===== src/rtl/fpl_pkg.sv =====
package fpl_pkg;

  localparam int FPL_W    = 32;
  localparam int FPL_OP_W = 4;
  localparam int EXP_W    = 8;
  localparam int MAN_W    = FPL_W - EXP_W - 1;
  localparam int SIGN_BIT = FPL_W - 1;

  localparam logic [FPL_W-1:0] FP_ONE     = 32'h3F80_0000;
  localparam logic [FPL_W-1:0] FP_ZERO    = '0;
  localparam logic [FPL_W-1:0] SEED_MAGIC = 32'h5F37_59DF;

  typedef enum logic [FPL_OP_W-1:0] {
    OPC_IDLE   = 4'd0,
    OPC_MAG    = 4'd4,
    OPC_GT     = 4'd10,
    OPC_EQ     = 4'd11,
    OPC_PASS   = 4'd12,
    OPC_PICK   = 4'd13,
    OPC_SGNXFR = 4'd14,
    OPC_RSEED  = 4'd15
  } fpl_op_e;

  function automatic logic fpl_op_legal(input logic [FPL_OP_W-1:0] op);
    case (op)
      OPC_MAG, OPC_GT, OPC_EQ, OPC_PASS,
      OPC_PICK, OPC_SGNXFR, OPC_RSEED: fpl_op_legal = 1'b1;
      default:                         fpl_op_legal = 1'b0;
    endcase
  endfunction

  function automatic logic fpl_is_nan(input logic [FPL_W-1:0] v);
    fpl_is_nan = (&v[SIGN_BIT-1 -: EXP_W]) && (|v[MAN_W-1:0]);
  endfunction

  function automatic logic fpl_is_zero(input logic [FPL_W-1:0] v);
    fpl_is_zero = ~|v[SIGN_BIT-1:0];
  endfunction

  // ordered greater-than on sign-magnitude values
  function automatic logic fpl_gt(input logic [FPL_W-1:0] a,
                                  input logic [FPL_W-1:0] b);
    logic [FPL_W-2:0] ma, mb;
    ma = a[SIGN_BIT-1:0];
    mb = b[SIGN_BIT-1:0];
    if (fpl_is_nan(a) || fpl_is_nan(b))           fpl_gt = 1'b0;
    else if (fpl_is_zero(a) && fpl_is_zero(b))    fpl_gt = 1'b0;
    else if (a[SIGN_BIT] != b[SIGN_BIT])          fpl_gt = b[SIGN_BIT];
    else if (!a[SIGN_BIT])                        fpl_gt = ma > mb;
    else                                          fpl_gt = ma < mb;
  endfunction

  function automatic logic fpl_eq(input logic [FPL_W-1:0] a,
                                  input logic [FPL_W-1:0] b);
    if (fpl_is_nan(a) || fpl_is_nan(b))           fpl_eq = 1'b0;
    else if (fpl_is_zero(a) && fpl_is_zero(b))    fpl_eq = 1'b1;
    else                                          fpl_eq = (a == b);
  endfunction

  function automatic logic fpl_strict_neg(input logic [FPL_W-1:0] v);
    fpl_strict_neg = v[SIGN_BIT] && !fpl_is_zero(v) && !fpl_is_nan(v);
  endfunction

  function automatic logic [FPL_W-1:0] fpl_seed(input logic [FPL_W-1:0] a);
    fpl_seed = SEED_MAGIC - (a >> 1);
  endfunction

  function automatic logic [FPL_W-1:0] fpl_bool(input logic c);
    fpl_bool = c ? FP_ONE : FP_ZERO;
  endfunction

endpackage


===== src/rtl/fpl_issue_stage.sv =====
module fpl_issue_stage
  import fpl_pkg::*;
#(
  parameter int W   = FPL_W,
  parameter int OPW = FPL_OP_W
) (
  input  logic           clk,
  input  logic           rst_n,
  input  logic           issue_valid,
  input  logic [OPW-1:0] issue_op,
  input  logic [W-1:0]   opnd_a,
  input  logic [W-1:0]   opnd_b,
  input  logic [W-1:0]   flags_in,
  output logic           accept,
  output logic           s1_valid,
  output logic [OPW-1:0] s1_op,
  output logic [W-1:0]   s1_a,
  output logic [W-1:0]   s1_b,
  output logic           s1_flag_set
);

  assign accept = issue_valid && fpl_op_legal(issue_op);

  always_ff @(posedge clk or negedge rst_n) begin
    if (!rst_n) begin
      s1_valid    <= 1'b0;
      s1_op       <= '0;
      s1_a        <= '0;
      s1_b        <= '0;
      s1_flag_set <= 1'b0;
    end else begin
      s1_valid <= accept;
      if (accept) begin
        s1_op       <= issue_op;
        s1_a        <= opnd_a;
        s1_b        <= opnd_b;
        s1_flag_set <= |flags_in;
      end
    end
  end

endmodule


===== src/rtl/fpl_exec.sv =====
module fpl_exec
  import fpl_pkg::*;
#(
  parameter int W   = FPL_W,
  parameter int OPW = FPL_OP_W
) (
  input  logic [OPW-1:0] op,
  input  logic [W-1:0]   a,
  input  logic [W-1:0]   b,
  input  logic           flag_set,
  output logic [W-1:0]   result
);

  localparam logic [W-1:0] SIGN_MASK = {1'b1, {(W-1){1'b0}}};

  always_comb begin
    case (op)
      OPC_MAG:    result = a & ~SIGN_MASK;
      OPC_GT:     result = fpl_bool(fpl_gt(a, b));
      OPC_EQ:     result = fpl_bool(fpl_eq(a, b));
      OPC_PASS:   result = a;
      OPC_PICK:   result = flag_set ? a : b;
      OPC_SGNXFR: result = fpl_strict_neg(b) ? (a ^ SIGN_MASK) : a;
      OPC_RSEED:  result = fpl_seed(a);
      default:    result = '0;
    endcase
  end

endmodule


===== src/rtl/fpl_result_stage.sv =====
module fpl_result_stage
  import fpl_pkg::*;
#(
  parameter int W   = FPL_W,
  parameter int OPW = FPL_OP_W
) (
  input  logic           clk,
  input  logic           rst_n,
  input  logic           s1_valid,
  input  logic [OPW-1:0] s1_op,
  input  logic [W-1:0]   exec_result,
  output logic           res_valid,
  output logic [OPW-1:0] s2_op,
  output logic [W-1:0]   res_data
);

  always_ff @(posedge clk or negedge rst_n) begin
    if (!rst_n) begin
      res_valid <= 1'b0;
      s2_op     <= '0;
      res_data  <= '0;
    end else begin
      res_valid <= s1_valid;
      if (s1_valid) begin
        s2_op    <= s1_op;
        res_data <= exec_result;
      end
    end
  end

endmodule


===== src/rtl/fp_lite_unit.sv =====
module fp_lite_unit
  import fpl_pkg::*;
(
  input  logic        clk,
  input  logic        rst_n,
  input  logic        issue_valid,
  input  logic [3:0]  issue_op,
  input  logic [31:0] opnd_a,
  input  logic [31:0] opnd_b,
  input  logic [31:0] flags_in,
  output logic        res_valid,
  output logic [31:0] res_data
);

  localparam int W   = FPL_W;
  localparam int OPW = FPL_OP_W;

  logic           accept;
  logic           s1_valid;
  logic [OPW-1:0] s1_op;
  logic [W-1:0]   s1_a, s1_b;
  logic           s1_flag_set;
  logic [W-1:0]   exec_result;
  logic [OPW-1:0] s2_op;

  fpl_issue_stage #(.W(W), .OPW(OPW)) u_issue (
    .clk(clk), .rst_n(rst_n), .issue_valid(issue_valid), .issue_op(issue_op),
    .opnd_a(opnd_a), .opnd_b(opnd_b), .flags_in(flags_in),
    .accept(accept), .s1_valid(s1_valid), .s1_op(s1_op),
    .s1_a(s1_a), .s1_b(s1_b), .s1_flag_set(s1_flag_set)
  );

  fpl_exec #(.W(W), .OPW(OPW)) u_exec (
    .op(s1_op), .a(s1_a), .b(s1_b), .flag_set(s1_flag_set),
    .result(exec_result)
  );

  fpl_result_stage #(.W(W), .OPW(OPW)) u_result (
    .clk(clk), .rst_n(rst_n), .s1_valid(s1_valid), .s1_op(s1_op),
    .exec_result(exec_result), .res_valid(res_valid), .s2_op(s2_op),
    .res_data(res_data)
  );

  // an accepted issue yields a result two edges later
  a_r2_result_follows_issue: assert property (@(posedge clk) disable iff (!rst_n)
    accept |=> ##1 res_valid);

  // an issue that is not accepted yields no result
  a_r3_ignored_no_result: assert property (@(posedge clk) disable iff (!rst_n)
    !accept |=> ##1 !res_valid);

  // result word is held when no result is produced
  a_r3_hold_data: assert property (@(posedge clk) disable iff (!rst_n)
    !s1_valid |=> $stable(res_data));

  // magnitude never has its sign bit set
  a_r4_mag_positive: assert property (@(posedge clk) disable iff (!rst_n)
    (res_valid && s2_op == OPC_MAG) |-> !res_data[W-1]);

  // comparisons produce only 1.0 or 0.0
  a_r5_cmp_boolean: assert property (@(posedge clk) disable iff (!rst_n)
    (res_valid && (s2_op == OPC_GT || s2_op == OPC_EQ)) |->
      (res_data == FP_ONE || res_data == FP_ZERO));

  // copy reproduces the staged operand
  a_r7_copy_exact: assert property (@(posedge clk) disable iff (!rst_n)
    (s1_valid && s1_op == OPC_PASS) |=> res_data == $past(s1_a));

  // sign transfer changes nothing but the sign bit
  a_r9_sign_only: assert property (@(posedge clk) disable iff (!rst_n)
    (s1_valid && s1_op == OPC_SGNXFR) |=> res_data[W-2:0] == $past(s1_a[W-2:0]));

endmodule


===== config.mk =====
export PLATFORM = sky130hd
export DESIGN_NAME = fp_lite_unit
export DESIGN_NICKNAME = d
export VERILOG_FILES = /design/src/rtl/fpl_pkg.sv /design/src/rtl/fpl_issue_stage.sv /design/src/rtl/fpl_exec.sv /design/src/rtl/fpl_result_stage.sv /design/src/rtl/fp_lite_unit.sv
export SDC_FILE = /design/constraint.sdc
export NUM_CORES = 1
export LEC_CHECK = 0
export BUFFER_PORTS_ARGS = -buffer_cell sky130_fd_sc_hd__buf_4
export CORE_MARGIN = 3
export CORE_UTILIZATION = 55
export CTS_CLUSTER_DIAMETER = 80
export CTS_CLUSTER_SIZE = 30
export DETAILED_ROUTE_END_ITERATION = 8
export PLACE_DENSITY = 0.87
export SLEW_MARGIN = 30
export SYNTH_ARGS = -nofsm -noshare
export SYNTH_HDL_FRONTEND = slang
export SYNTH_SLANG_ARGS = --single-unit

===== constraint.sdc =====
create_clock -name clk -period 2.95 [get_ports clk]
set_input_delay 0.59 -clock clk [delete_from_list [all_inputs] [get_ports clk]]
set_output_delay 0.59 -clock clk [all_outputs]
set_load 0.005 [all_outputs]

==> impl.org <==
** Run status
- The run finished with clean final reports.

** Clock network
- Buffer cell driving the clock tree root :: sky130_fd_sc_hd__clkbuf_8
- The clock tree synthesis step divided the H-tree into 3 levels.
- Clock Sink Count :: 103
- Post-CTS repair changed the size of 0 cells.
- Worst-path clk slew :: roughly 0.09 ns
- In this run the post-CTS setup repair buffer count came out at 0.
- Number of buffers added by the clock tree synthesis step :: 9
- Clock latency on the worst-skew pair, taken at its later pin, is around 0.38 ns.
- Number of buffers inserted for hold repair after clock tree synthesis :: 0
- The clock passes through at most 2 buffers.
- CTS tree :: yes

** Final layout
- Nets :: around 870
- Post-route design area :: between 7000 and 8000 sq um
- The post-route netlist has 27.1% of its cells at a drive strength greater than 1.
- The number of antenna diodes in the final layout is 0.
- The layout has about 770 filler cells.
- Area growth syn-to-layout :: 22.8%

** Synthesis
- Post-synth net total :: roughly 740
- Cells after synthesis :: approximately 610
- Counting distinct cell types in the post-synthesis netlist gives 70.
- Number of warnings issued by yosys :: 0
- Synthesized area :: around 6000 sq um
- Among all flip-flop cells after synthesis, the most frequent one is sky130_fd_sc_hd__dfrtp_1.
- Number of flops mapped to enable cells by yosys :: 0
- Synthesis inferred approximately 100 register bits.
- Async set-reset flop share out of synthesis :: 100%
- Sequential cells were found to cover 42.8% of the synthesized design area.
- Averaged over all synthesized cells, the footprint is 9.91 sq um.

** Worst setup path
- In this run the critical register-to-register path is launched from u_issue.s1_a[30].
- Maximum fanout along the worst path :: 8
- Arrival time of the worst setup path :: 3.02 ns
- Type of the worst setup path :: flip-flop to flip-flop
- STA puts the critical path data required time at about 3.3 ns.
- STA classifies the critical path startpoint as a flip-flop.
- STA classifies the critical path endpoint as a flip-flop.
- The most critical setup path has its startpoint at u_issue.s1_a[30].

** STA
- Achievable clock frequency :: between 300 and 400 MHz
- The worst pin sits at a relative slew slack of between 40% and 50%.
- Fin crit share :: ~92%
- Post-layout minimum cycle time :: ~2.7 ns
- Count of final hold-check violations :: 0
- Across all setup checks in the final design, the least slack found is ~0.23 ns.
- Setup violations remaining at the end of the flow were counted as 0.
- Unrepaired setup endpoints after global routing :: false
- For the pin with the worst max-slew slack, the measured transition is roughly 0.76 ns.
- Final total negative setup slack :: 0 ns
- Across the routed clock network, the largest skew measured is just under 0.01 ns.
- Max-slew violation count :: 0

** Die
- Pin placement for this block handled 136 I/O pins.
- Rows :: 37
- Horiz. Die Dim :: ~110 microns
- The die covers 12300 sq um.
- The region available for standard cell placement spans 10500 sq um.
- Starting density of the core :: a little under three fifths
- Y dimension of the die :: approximately 110 microns

** Min path
- Type of the most critical hold path :: input pin to asynchronous set/reset pin

** Global route
- GR Overflow Total :: 0
- The number of antenna violations at the first check in global routing was 0.
- In the global route stage, met3 resource usage came out at 6.77%.
- The via count of the first global-routing pass is about 5.6k.
- Overall fraction of global-route tracks in use :: around 28%
- The first global-routing pass estimated around 28000 microns of wire.
- GR Layer Usage met2 :: about 44%
- Maximum number of pins on one net before global-route repair :: 50
- Met1 usage :: between 30% and 40%
- Most used routing layer :: met2

** Placed design
- The wire-length estimate of the detail-placed layout is ~13000 microns.
- In this run the cell area measured after placement is 7170 sq um.
- Worst slack at placement :: approximately 0.28 ns
- The congestion estimate from routability-driven global placement came to around 0.94.
- Port buffering added ~140 buffers.

** Job
- The tool flagged a number of max-cap violations equal to 0.

** Route
- In the final routed layout, each cell accounts on average for 19.9 microns.
- Using the TritonRoute via totals, the vias-per-cell ratio works out to roughly 6.3.
- The routed layout has approximately 5.5k vias.
- The first detailed-routing pass ran for 7 iterations.
- Total routed wirelength :: 17400 microns
- Number of design-rule violations left by the first detailed-router iteration :: between 700 and 800
- Residual antenna-violating net count after detailed routing :: 0
- Final routed DRC violation total :: 0

** Pwr
- Summed over all cells, the static leakage comes to roughly 3.3 nW.
- Switching power of the nets :: roughly 1.6 mW
- Maximum resistive drop on vdd :: approximately 0.00046 V
- Switching share of power :: a little over a third
- Combinational share of power :: 33.0%
- Total power density per cell area :: just under 600 nW/um^2
- Seq pwr share :: about 45%
- The internal portion of the total power is between 2 and 3 mW.
- The clock network burns roughly 22% of the power.
- Total power for the finished layout comes to between 4 and 5 mW.
registers in the layout, summed over array words and instances (netlist names):
name	count
u_issue.s1_flag_set	1
u_issue.s1_b	32
u_issue.s1_a	32
u_result.res_data	32
u_issue.s1_valid	1
u_issue.s1_op	4
u_result.res_valid	1
synthesized netlist by cell type, drive strengths merged (3+ instances only):
cell	n	area share (%)
clkbuf	28	2.1
a221o	3	0.54
ha	33	6.9
buf	9	1.2
mux2	34	6.4
a31o	4	0.58
xnor2	7	1.0
o2bb2ai	22	3.2
xor2	8	1.2
nor4	21	2.6
nor3	7	0.58
nand4	17	2.1
inv	38	2.4
nor2b	5	0.52
a222oi	14	2.3
a211oi	6	0.91
o31ai	3	0.37
nor2	33	2.1
a21oi	31	2.8
a21o	5	0.62
a31oi	9	0.93
nand2	60	3.8
and3	5	0.54
dfrtp	103	43
and2b	4	0.62
a221oi	12	1.7
o21ai	47	4.0
nand3	11	0.91
cell usage in the layout (no fill, tap or decap), types with 11 or more instances in the layout:
cell type / n
sky130_fd_sc_hd__buf_4: 148
sky130_fd_sc_hd__nand3_1: 11
sky130_fd_sc_hd__a222oi_1: 14
sky130_fd_sc_hd__o21ai_0: 20
sky130_fd_sc_hd__o2bb2ai_1: 22
sky130_fd_sc_hd__mux2_1: 29
sky130_fd_sc_hd__dfrtp_1: 103
sky130_fd_sc_hd__a21oi_1: 30
sky130_fd_sc_hd__inv_1: 36
sky130_fd_sc_hd__o21ai_1: 26
sky130_fd_sc_hd__clkbuf_8: 12
sky130_fd_sc_hd__nand2_1: 59
sky130_fd_sc_hd__nand4_1: 15
sky130_fd_sc_hd__nor2_1: 33
sky130_fd_sc_hd__a221oi_1: 12
sky130_fd_sc_hd__ha_1: 33
sky130_fd_sc_hd__nor4_1: 18
cells by family after synthesis:
group	Yosys count	synth area share (%)
compound gates	172	20.6
simple gates	174	15.3
mux	36	6.68
xor+xnor	15	2.18
flops	103	42.8
fa+ha+maj	33	6.85
buf+inv	75	5.61
final cells by class:
cell class | instances | area, sq um | area share, %
multi-input cells | 430 | 3130 | 42.3
flip-flops and latches | 103 | 2580 | 34.8
repair buffers | 151 | 1170 | 15.8
clock buffers | 14 | 173 | 2.33
well taps | 136 | 170 | 2.30
inverters | 38 | 143 | 1.93
clock inverters | 2 | 37.5 | 0.507
path summary, 6_finish.rpt:
path | endpoint | cells after the start | slack [ns]
setup / recovery | u_result.res_data[25] | 8 | 0.23
hold / removal | u_issue.s1_op[2] | 1 | 0.23
setup reg to reg | u_result.res_data[25] | 8 | 0.23
hold reg to reg | u_result.res_data[17] | 1 | 0.50
max in group asynchronous | u_result.res_data[5] | 2 | 1.93
min in group clk | u_issue.s1_b[12] | 3 | 0.41
through the flow:
stage               hold WS (ns)  std cells  utilization (%)
floorplan                  0.294        608                -
global placement           0.474        857             68.3
detailed placement         0.478        857             68.3
CTS                        0.248        873             70.3
global route               0.281        874             70.4
finish                     0.228        874             70.4
layer usage:
| layer | routed length, microns | up-vias |
|---|---|---|
| li1 | - | 2524 |
| met1 | 7170 | 2653 |
| met2 | 8040 | 309 |
| met3 | 1680 | 54 |
| met4 | 530 | 0 |
| met5 | 0 | - |
critical path, stage by stage (launching register included):
cell	delay, ns
sky130_fd_sc_hd__dfrtp_1	0.48
sky130_fd_sc_hd__ha_1	0.35
sky130_fd_sc_hd__nand4_1	0.19
sky130_fd_sc_hd__nor4_1	0.46
sky130_fd_sc_hd__inv_2	0.07
sky130_fd_sc_hd__or4_4	0.50
sky130_fd_sc_hd__o21ai_2	0.20
sky130_fd_sc_hd__nand4_4	0.16
sky130_fd_sc_hd__a31oi_1	0.23
power groups by stage:
| stage | logic, mW | clock network, mW | registers (mW) |
|---|---|---|---|
| 2_1_floorplan | 0.938 | 0 | 1.86 |
| 3_3_place_gp | 1.35 | 0 | 1.97 |
| 3_5_place_dp | 1.40 | 0 | 1.99 |
| 4_1_cts | 1.41 | 0.949 | 1.96 |
| 5_1_grt | 1.58 | 1.00 | 2.01 |
| 6_report | 1.44 | 0.943 | 1.98 |
(Power assumes the default switching activity.)
